<file path="config.mk">
export PLATFORM = sky130hd
export DESIGN_NAME = csch_channel
export DESIGN_NICKNAME = d
export VERILOG_FILES = /design/src/rtl/csch_pkg.sv /design/src/rtl/csch_deadline.sv /design/src/rtl/csch_flags.sv /design/src/rtl/csch_seq.sv /design/src/rtl/csch_channel.sv
export SDC_FILE = /design/constraint.sdc
export NUM_CORES = 1
export LEC_CHECK = 0
export BUFFER_PORTS_ARGS = -buffer_cell sky130_fd_sc_hd__buf_2
export CAP_MARGIN = 20
export CORE_MARGIN = 5
export CORE_UTILIZATION = 28
export DETAILED_ROUTE_END_ITERATION = 8
export PLACE_DENSITY = 0.46
export SETUP_SLACK_MARGIN = 0.1
export SYNTH_ARGS = -nofsm -noshare
export SYNTH_HDL_FRONTEND = slang
export SYNTH_HIERARCHICAL = 1
export SYNTH_SLANG_ARGS = --single-unit
</file>
<file path="constraint.sdc">
create_clock -name clk -period 3.4 [get_ports clk]
set_clock_uncertainty 0.15 [all_clocks]
set_input_delay 0.68 -clock clk [delete_from_list [all_inputs] [get_ports clk]]
set_output_delay 0.68 -clock clk [all_outputs]
set_load 0.01 [all_outputs]
</file>
<file path="src/rtl/csch_pkg.sv">
package csch_pkg;

    typedef enum logic [3:0] {
        ST_IDLE,
        ST_WAIT,
        ST_WC_RD,
        ST_WC_WR,
        ST_CA_RD,
        ST_CA_WR,
        ST_XFER,
        ST_CAPT,
        ST_FIN
    } csch_state_e;

endpackage

</file>
<file path="src/rtl/csch_deadline.sv">
module csch_deadline #(
    parameter int TMO_CYC = 33
) (
    input  logic clk,
    input  logic rst_n,
    input  logic start,
    input  logic busy,
    input  logic finishing,
    output logic expire
);
    localparam int CW = $clog2(TMO_CYC + 1);
    localparam logic [CW-1:0] LAST = CW'(TMO_CYC - 1);
    localparam logic [CW-1:0] ONE  = CW'(1);

    logic [CW-1:0] cnt_d, cnt_q;

    always_comb begin
        cnt_d = cnt_q;
        if (start) begin
            cnt_d = '0;
        end else if (busy && cnt_q != LAST) begin
            cnt_d = cnt_q + ONE;
        end
        expire = busy && !finishing && (cnt_q == LAST);
    end

    always_ff @(posedge clk or negedge rst_n) begin
        if (!rst_n) begin
            cnt_q <= '0;
        end else begin
            cnt_q <= cnt_d;
        end
    end
endmodule

</file>
<file path="src/rtl/csch_flags.sv">
module csch_flags (
    input  logic clk,
    input  logic rst_n,
    input  logic set_err,
    input  logic set_done,
    input  logic clr,
    output logic err,
    output logic done
);
    typedef struct packed {
        logic err;
        logic done;
    } flag_t;

    flag_t f_d, f_q;

    always_comb begin
        f_d = f_q;
        if (clr) begin
            f_d.err  = 1'b0;
            f_d.done = 1'b0;
        end
        if (set_err) begin
            f_d.err = 1'b1;
        end
        if (set_done) begin
            f_d.done = 1'b1;
        end
    end

    always_ff @(posedge clk or negedge rst_n) begin
        if (!rst_n) begin
            f_q <= '0;
        end else begin
            f_q <= f_d;
        end
    end

    assign err  = f_q.err;
    assign done = f_q.done;
endmodule

</file>
<file path="src/rtl/csch_seq.sv">
module csch_seq
    import csch_pkg::*;
#(
    parameter int AW = 15,
    parameter int WW = 18
) (
    input  logic          clk,
    input  logic          rst_n,
    input  logic          dev_req,
    input  logic [AW-1:0] dev_ptr,
    input  logic          dev_dir,
    input  logic [WW-1:0] dev_wdata,
    output logic [WW-1:0] dev_rdata,
    output logic          dev_ack,
    output logic          bus_req,
    input  logic          bus_grant,
    output logic          mem_en,
    output logic          mem_we,
    output logic [AW-1:0] mem_addr,
    output logic [WW-1:0] mem_wdata,
    input  logic [WW-1:0] mem_rdata,
    input  logic          expire,
    output logic          start,
    output logic          busy,
    output logic          finishing,
    output logic          done_evt,
    output csch_state_e   state_o
);
    localparam logic [AW-1:0] A_ONE = AW'(1);
    localparam logic [WW-1:0] W_ONE = WW'(1);

    typedef struct packed {
        csch_state_e   st;
        logic [AW-1:0] ptr;
        logic          dir;
        logic [WW-1:0] wdat;
        logic [WW-1:0] wc;
        logic [WW-1:0] ca;
        logic [WW-1:0] rdat;
    } seq_t;

    seq_t s_d, s_q;
    logic [WW-1:0] bumped;

    assign bumped = mem_rdata + W_ONE;

    always_comb begin
        s_d       = s_q;
        bus_req   = 1'b0;
        mem_en    = 1'b0;
        mem_we    = 1'b0;
        mem_addr  = s_q.ptr;
        mem_wdata = '0;
        dev_ack   = 1'b0;
        start     = 1'b0;
        done_evt  = 1'b0;
        unique case (s_q.st)
            ST_IDLE: begin
                if (dev_req) begin
                    s_d.st   = ST_WAIT;
                    s_d.ptr  = dev_ptr;
                    s_d.dir  = dev_dir;
                    s_d.wdat = dev_wdata;
                    start    = 1'b1;
                end
            end
            ST_WAIT: begin
                bus_req = 1'b1;
                if (expire) begin
                    s_d.st = ST_IDLE;
                end else if (bus_grant) begin
                    s_d.st = ST_WC_RD;
                end
            end
            ST_WC_RD: begin
                bus_req = 1'b1;
                mem_en  = 1'b1;
                s_d.st  = ST_WC_WR;
            end
            ST_WC_WR: begin
                bus_req   = 1'b1;
                mem_en    = 1'b1;
                mem_we    = 1'b1;
                mem_wdata = bumped;
                s_d.wc    = bumped;
                s_d.st    = ST_CA_RD;
            end
            ST_CA_RD: begin
                bus_req  = 1'b1;
                mem_en   = 1'b1;
                mem_addr = s_q.ptr + A_ONE;
                s_d.st   = ST_CA_WR;
            end
            ST_CA_WR: begin
                bus_req   = 1'b1;
                mem_en    = 1'b1;
                mem_we    = 1'b1;
                mem_addr  = s_q.ptr + A_ONE;
                mem_wdata = bumped;
                s_d.ca    = bumped;
                s_d.st    = ST_XFER;
            end
            ST_XFER: begin
                bus_req   = 1'b1;
                mem_en    = 1'b1;
                mem_we    = s_q.dir;
                mem_addr  = s_q.ca[AW-1:0];
                mem_wdata = s_q.wdat;
                s_d.st    = s_q.dir ? ST_FIN : ST_CAPT;
            end
            ST_CAPT: begin
                bus_req  = 1'b1;
                s_d.rdat = mem_rdata;
                s_d.st   = ST_FIN;
            end
            ST_FIN: begin
                dev_ack  = 1'b1;
                done_evt = (s_q.wc == '0);
                s_d.st   = ST_IDLE;
            end
            default: begin
                s_d.st = ST_IDLE;
            end
        endcase
    end

    always_ff @(posedge clk or negedge rst_n) begin
        if (!rst_n) begin
            s_q <= '{st: ST_IDLE, default: '0};
        end else begin
            s_q <= s_d;
        end
    end

    assign busy      = (s_q.st != ST_IDLE);
    assign finishing = (s_q.st == ST_FIN);
    assign dev_rdata = s_q.rdat;
    assign state_o   = s_q.st;
endmodule

</file>
<file path="src/rtl/csch_channel.sv">
module csch_channel
    import csch_pkg::*;
#(
    parameter int AW      = 15,
    parameter int WW      = 18,
    parameter int TMO_CYC = 33
) (
    input  logic          clk,
    input  logic          rst_n,
    input  logic          dev_req,
    input  logic [AW-1:0] dev_ptr,
    input  logic          dev_dir,
    input  logic [WW-1:0] dev_wdata,
    output logic [WW-1:0] dev_rdata,
    output logic          dev_ack,
    output logic          bus_req,
    input  logic          bus_grant,
    output logic          mem_en,
    output logic          mem_we,
    output logic [AW-1:0] mem_addr,
    output logic [WW-1:0] mem_wdata,
    input  logic [WW-1:0] mem_rdata,
    input  logic          flag_clr,
    output logic          tim_err,
    output logic          blk_done
);
    logic        start_w, busy_w, fin_w, done_w, expire_w;
    csch_state_e state_w;

    csch_seq #(.AW(AW), .WW(WW)) u_seq (
        .clk(clk), .rst_n(rst_n),
        .dev_req(dev_req), .dev_ptr(dev_ptr), .dev_dir(dev_dir),
        .dev_wdata(dev_wdata), .dev_rdata(dev_rdata), .dev_ack(dev_ack),
        .bus_req(bus_req), .bus_grant(bus_grant),
        .mem_en(mem_en), .mem_we(mem_we), .mem_addr(mem_addr),
        .mem_wdata(mem_wdata), .mem_rdata(mem_rdata),
        .expire(expire_w), .start(start_w), .busy(busy_w),
        .finishing(fin_w), .done_evt(done_w), .state_o(state_w)
    );

    csch_deadline #(.TMO_CYC(TMO_CYC)) u_deadline (
        .clk(clk), .rst_n(rst_n), .start(start_w), .busy(busy_w),
        .finishing(fin_w), .expire(expire_w)
    );

    csch_flags u_flags (
        .clk(clk), .rst_n(rst_n), .set_err(expire_w), .set_done(done_w),
        .clr(flag_clr), .err(tim_err), .done(blk_done)
    );
endmodule

</file>
==> flow_summary.toml, run 1 <==
[placed_design]
dpl.hpwl_um = 11800
globalplace.congestion = 0.766
postPlaceCellArea_um2 = 6220
placement.io_buffers = 113

[pwr]
powerDensity_nw_per_um2 = 956
vdd_ir_drop_max_v = 0.000345
p_leak_nw = 2.89

[floorplan]
die_w_um = 150
chipHeight_um = 150
floorplan.rows = 51
floorplan.initialDensity_pct = 28.3
core_region_area_um2 = 19300
die_area_um2 = 22400
num_io_pins = 114

[synthesis]
yosysWarningCount = 6
syn-num-nets = 640
syn_inst = 579
synthesis.area_um2 = 5470
post_synth.cell_area_avg_um2 = 9.44

[global_routing]
globalRouteOverflowTotal = 0
grt_antenna_before_repair = 0
grt_first_pass_wirelength_um = 25500
grt_pass1_vias = 4617
grt_max_degree = 60
globalRouteTotalUtil_pct = 14.6

[critical_path]
critical-path-max-stage-delay_ns = 0.46
critical_path.slowest_cell = "sky130_fd_sc_hd__dfrtp_1"
worst_path_dominant_cell_family = "simple AND/OR/NAND/NOR gates"
worst-endpoint-required_ns = 2.57
arrival_ns = 2.31
crit_type = "flip-flop to output pin"
cp-end-kind = "output pin"
path_max_fanout = 8
timing.critical_path.buf_inv = 1
critPathLaunchType = "flip-flop"
cp_cell_sequence = "nand3_1 -> nor4_1 -> mux2_2 -> a221o_1 -> buf_2"
timing.reg2reg.setup_slack_ns = 0.94

[final_layout]
area.growth.synth_to_final_pct = 20.0
n_antenna_cell = 0
nNetsFinal = 730
finish.instance_area_um2 = 6560
final_layout_size_suffix_gt1_share_pct = 31.5

[sta]
final.min_clock_period_ns = 3.14
maxClockFrequency_ghz = 0.319
worst_pin_slew_ns = 0.779
rsz_0062_raised_after_global_routing = "no"
finalSetupViolations = 0
report.final.hold_viol_count = 0
max_slew_margin_pct = 48.1
final_layout_setup_total_negative_slack_ns = 0
final_min_period_over_clock_period_pct = 92.2
fin_max_slew_vios = 0

[clocking]
ctsRootBufferMaster = "sky130_fd_sc_hd__clkbuf_16"
h-tree-depth = 3
cts_buffer_depth = 2
postCtsHoldBufs = 0
tritoncts = "yes"
clk_pin_slew_ns = 0.07
cts_sinks = 97
worstSkewPairLatency_ns = 0.35
cts_buffers = 9

[drt]
routed_wl_um = 15900
pre_antenna_drt_iters = 4
drtAntennaViolNets = 0
route.detailed.drc = 0
detail_route.vias_per_cell = 4.90
vias = 4604
first_iter_violations = 256
route.detailed.wl_per_inst_um = 16.9

[run]
maxCapViolCount = 0

[worst_hold_path]
worstHoldPathType = "input pin to asynchronous set/reset pin"

[run_status]
run_status = "completed"
where the power goes:
group	total, mW	internal [mW]	switching (mW)
clock	1.14	0.659	0.477
combinational	2.92	1.30	1.62
sequential	2.21	1.73	0.485
total	6.27	3.69	2.58
repair_timing:
| action | CTS | global route |
|---|---|---|
| endpoints found under the hold margin | 0 | 0 |
| setup buffers | 0 | 1 |
| endpoints found under the setup margin | 0 | 2 |
| resized for setup | 0 | 1 |
cell type report:
cell class                      count  area [um^2]
Fill cell                        2040        12800
Sequential cell                    97         2430
Inverter                           14         52.6
Clock inverter                      7          108
Clock buffer                        9          225
Timing Repair Buffer              136          741
Multi-Input combinational cell    411         2670
Tap cell                          265          332
layout by cell type (no fill, tap or decap), types with 6 or more instances in the layout:
cell type                     n
sky130_fd_sc_hd__clkbuf_16    9
sky130_fd_sc_hd__nand4_1     14
sky130_fd_sc_hd__nand2b_1    10
sky130_fd_sc_hd__a22oi_1      7
sky130_fd_sc_hd__nor3_1      10
sky130_fd_sc_hd__nor2_1      33
sky130_fd_sc_hd__or4_1        7
sky130_fd_sc_hd__a21oi_1     14
sky130_fd_sc_hd__nor4_1       9
sky130_fd_sc_hd__xnor2_1      6
sky130_fd_sc_hd__and2_1       6
sky130_fd_sc_hd__inv_1       14
sky130_fd_sc_hd__nand3_1     25
sky130_fd_sc_hd__o21ai_0     61
sky130_fd_sc_hd__buf_4       24
sky130_fd_sc_hd__mux2_2      50
sky130_fd_sc_hd__buf_2      112
sky130_fd_sc_hd__xor2_1      10
sky130_fd_sc_hd__nand2_1     76
sky130_fd_sc_hd__dfrtp_1     97
final timing paths:
path / startpoint / endpoint / cells after the start
setup / recovery: u_seq/s_q[79]$_DFFE_PN0P_ / mem_addr[11] / 5
hold / removal: rst_n / u_seq/s_q[67]$_DFFE_PN0P_ / 1
setup reg to reg: u_seq/state_o[0]$_DFFE_PN0P_ / u_deadline/cnt_q[1]$_DFFE_PN0P_ / 6
hold reg to reg: u_flags/done$_DFFE_PN0P_ / u_flags/done$_DFFE_PN0P_ / 1
max in group asynchronous: rst_n / u_seq/s_q[82]$_DFFE_PN0P_ / 2
min in group clk: u_flags/done$_DFFE_PN0P_ / u_flags/done$_DFFE_PN0P_ / 1
state kept, by name, summed over array words and instances, names as in the netlist:
name,count
u_seq/dev_rdata,18
u_flags/done,1
u_seq/state_o,4
u_flags/err,1
u_deadline/cnt_q,6
u_seq/s_q,67
stage by stage:
stage	cells	setup slack, ns	power, mW	utilization [%]	hold WS (ns)
after CTS	938	0.206	6.35	33.9	0.297
final	939	0.264	6.27	33.9	0.252
after floorplan	579	0.789	4.23	-	0.234
after global placement	922	0.426	5.11	32.2	0.313
after global routing	939	0.128	6.79	33.9	0.322
after detailed placement	922	0.418	5.17	32.2	0.322
metal layers:
layer  GRT usage [%]  wire [um]
met1            21.0       7610
met2            21.8       7130
met3            4.15        948
met4            3.20        201
met5               0          0
Power figures use the tool's default switching activity.
==> run 2, diff against run 1 <==
--- a/config.mk
+++ b/config.mk
@@ -5,12 +5,13 @@
 export SDC_FILE = /design/constraint.sdc
 export NUM_CORES = 1
 export LEC_CHECK = 0
+export ABC_AREA = 1
 export BUFFER_PORTS_ARGS = -buffer_cell sky130_fd_sc_hd__buf_2
 export CAP_MARGIN = 20
 export CORE_MARGIN = 5
 export CORE_UTILIZATION = 28
 export DETAILED_ROUTE_END_ITERATION = 8
-export PLACE_DENSITY = 0.46
+export PLACE_DENSITY = 0.48
 export SETUP_SLACK_MARGIN = 0.1
 export SYNTH_ARGS = -nofsm -noshare
 export SYNTH_HDL_FRONTEND = slang
==> constraint.sdc (replaced) <==
create_clock -name clk -period 2.8 [get_ports clk]
set_clock_uncertainty 0.15 [all_clocks]
set_input_delay 0.56 -clock clk [delete_from_list [all_inputs] [get_ports clk]]
set_output_delay 0.56 -clock clk [all_outputs]
set_load 0.01 [all_outputs]
==> run 2 against run 1 <==
Net effect:
- combinational power shrank 2%
- setup slack lost 0.055 ns
- sequential power grew 13%
- wire length grew 2.8%
- utilization grew 0.35 points
- non-clock buffer count shrank 1
- flip-flop and latch count is the same
- hold slack lost 0.13 ns
- clock power grew 9.6%
- first-iteration DRC count grew 17%
- highest routed layer unchanged
==> flow_summary.toml, run 2 <==
[run_status]
run_status = "completed"

[drt]
route.detailed.wl_per_inst_um = 15.7
route.detailed.drc = 0
drtAntennaViolNets = 0
vias = 4764
first_iter_violations = 299
detail_route.vias_per_cell = 4.58
pre_antenna_drt_iters = 5
routed_wl_um = 16300

[placed_design]
globalplace.congestion = 0.851
postPlaceCellArea_um2 = 6030
dpl.hpwl_um = 12300
placement.io_buffers = 113

[synthesis]
syn_inst = 698
yosysWarningCount = 6
synthesis.area_um2 = 5300
post_synth.cell_area_avg_um2 = 7.60
syn-num-nets = 759

[floorplan]
die_w_um = 148
core_region_area_um2 = 18700
floorplan.initialDensity_pct = 28.3
floorplan.rows = 50
num_io_pins = 114
chipHeight_um = 148
die_area_um2 = 21800

[pwr]
vdd_ir_drop_max_v = 0.000359
p_leak_nw = 3.39
power.total_mw = 6.59
powerDensity_nw_per_um2 = 1030

[final_layout]
registers.top_by_ff_count = "u_seq/s_q"
layout_filler_cell_count = 2062
nNetsFinal = 865
area.growth.synth_to_final_pct = 20.9
final_layout_size_suffix_gt1_share_pct = 23.3
max_reg_flops = 67
finish.instance_area_um2 = 6410
n_antenna_cell = 0
mostFrequentLayoutCells = "sky130_fd_sc_hd__nand2_1, sky130_fd_sc_hd__buf_2, sky130_fd_sc_hd__dfrtp_1, sky130_fd_sc_hd__inv_1, sky130_fd_sc_hd__o21ai_0"
mostFrequentLayoutCell = "sky130_fd_sc_hd__nand2_1"

[critical_path]
worst_r2r_startpoint = "u_seq/state_o[1]$_DFFE_PN0P_"
path_max_fanout = 18
timing.reg2reg.setup_slack_ns = 0.87
critical_path.startpoint = "u_seq/state_o[1]$_DFFE_PN0P_"
rr_endpoint = "u_seq/state_o[1]$_DFFE_PN0P_"
worst-endpoint-required_ns = 2.09
crit_type = "flip-flop to output pin"
worstRegToRegCells = 6
cp-end-kind = "output pin"
critical_path.endpoint = "mem_wdata[2]"
arrival_ns = 1.88
critPathLaunchType = "flip-flop"

[global_routing]
globalRouteOverflowTotal = 0
grt_first_pass_wirelength_um = 26000
grt_max_degree = 98
grt_pass1_vias = 4646
globalRouteTotalUtil_pct = 15.2
grt_antenna_before_repair = 0

[clocking]
tritoncts = "yes"
cts_sinks = 97
h-tree-depth = 3
worstSkewPairLatency_ns = 0.35
ctsRootBufferMaster = "sky130_fd_sc_hd__clkbuf_16"
cts_buffer_depth = 2
cts_buffers = 9
clk_pin_slew_ns = 0.06

[sta]
maxClockFrequency_ghz = 0.386
finalSetupViolations = 0
rsz_0062_raised_after_global_routing = "no"
fin_max_slew_vios = 0
final_min_period_over_clock_period_pct = 92.5
final_layout_setup_total_negative_slack_ns = 0
report.final.hold_viol_count = 0
max_slew_margin_pct = 56.3
final.min_clock_period_ns = 2.59
worst_pin_slew_ns = 0.653

[run]
maxCapViolCount = 0

[worst_hold_path]
worstHoldPathType = "input pin to asynchronous set/reset pin"
[run 2: final cells by class]
cell class	count	area [um^2]	area share, %
Clock buffer	10	239	3.73
Clock inverter	4	45.0	0.703
Inverter	68	264	4.12
Multi-Input combinational cell	493	2360	36.9
Sequential cell	97	2430	37.9
Tap cell	234	293	4.57
Timing Repair Buffer	135	778	12.1
[run 2: worst min-delay path by stage]
stage	slack, ns	cells after the start	endpoint	from
detailed placement	0.30	2	u_flags/done$_DFFE_PN0P_	u_flags/done$_DFFE_PN0P_
global route	0.18	2	u_seq/s_q[69]$_DFFE_PN0P_	rst_n
CTS	0.15	2	u_seq/s_q[63]$_DFFE_PN0P_	rst_n
global placement	0.31	2	u_seq/s_q[60]$_DFFE_PN0P_	u_seq/s_q[60]$_DFFE_PN0P_
finish	0.12	2	u_seq/s_q[69]$_DFFE_PN0P_	rst_n
floorplan	0.11	0	u_deadline/cnt_q[0]$_DFFE_PN0P_	rst_n
[run 2: power by group]
group	internal (mW)	total [mW]	switching (mW)
registers	2.06	2.50	0.434
clock network	0.703	1.25	0.543
logic	1.11	2.85	1.74
total	3.87	6.59	2.72
[run 2: per-stage QoR]
stage / instances / setup WS, ns / hold WS (ns) / utilization [%]
floorplan: 698 / 0.615 / 0.114 / -
global route: 1041 / 0.0801 / 0.182 / 34.3
global placement: 1021 / 0.228 / 0.313 / 32.2
CTS: 1035 / 0.135 / 0.151 / 33.8
detailed placement: 1021 / 0.204 / 0.304 / 32.2
finish: 1041 / 0.209 / 0.121 / 34.3
[run 2: layer usage]
| metal | wire length [um] | global-route usage, % | vias to the layer above |
|---|---|---|---|
| met1 | 8110 | 22.1 | 2230 |
| met3 | 714 | 2.24 | 12 |
| li1 | - | - | 2412 |
| met4 | 233 | 4.89 | 0 |
| met2 | 7280 | 23.4 | 110 |
| met5 | 0 | 0 | - |
[run 2: what timing repair did]
| action | in CTS | in global routing |
|---|---|---|
| pin swaps | 0 | 2 |
| hold buffers | 0 | 0 |
| setup endpoints to repair | 3 | 16 |
| setup buffers | 0 | 6 |
| gates resized for setup | 3 | 11 |
[run 2: worst max-delay path: stages, from the launching register on]
cell	delay, ns
sky130_fd_sc_hd__dfrtp_1	0.47
sky130_fd_sc_hd__inv_2	0.09
sky130_fd_sc_hd__nor2_2	0.15
sky130_fd_sc_hd__nand2_4	0.13
sky130_fd_sc_hd__inv_6	0.13
sky130_fd_sc_hd__buf_12	0.16
sky130_fd_sc_hd__nand2_1	0.10
sky130_fd_sc_hd__nand3_1	0.14
sky130_fd_sc_hd__buf_2	0.15
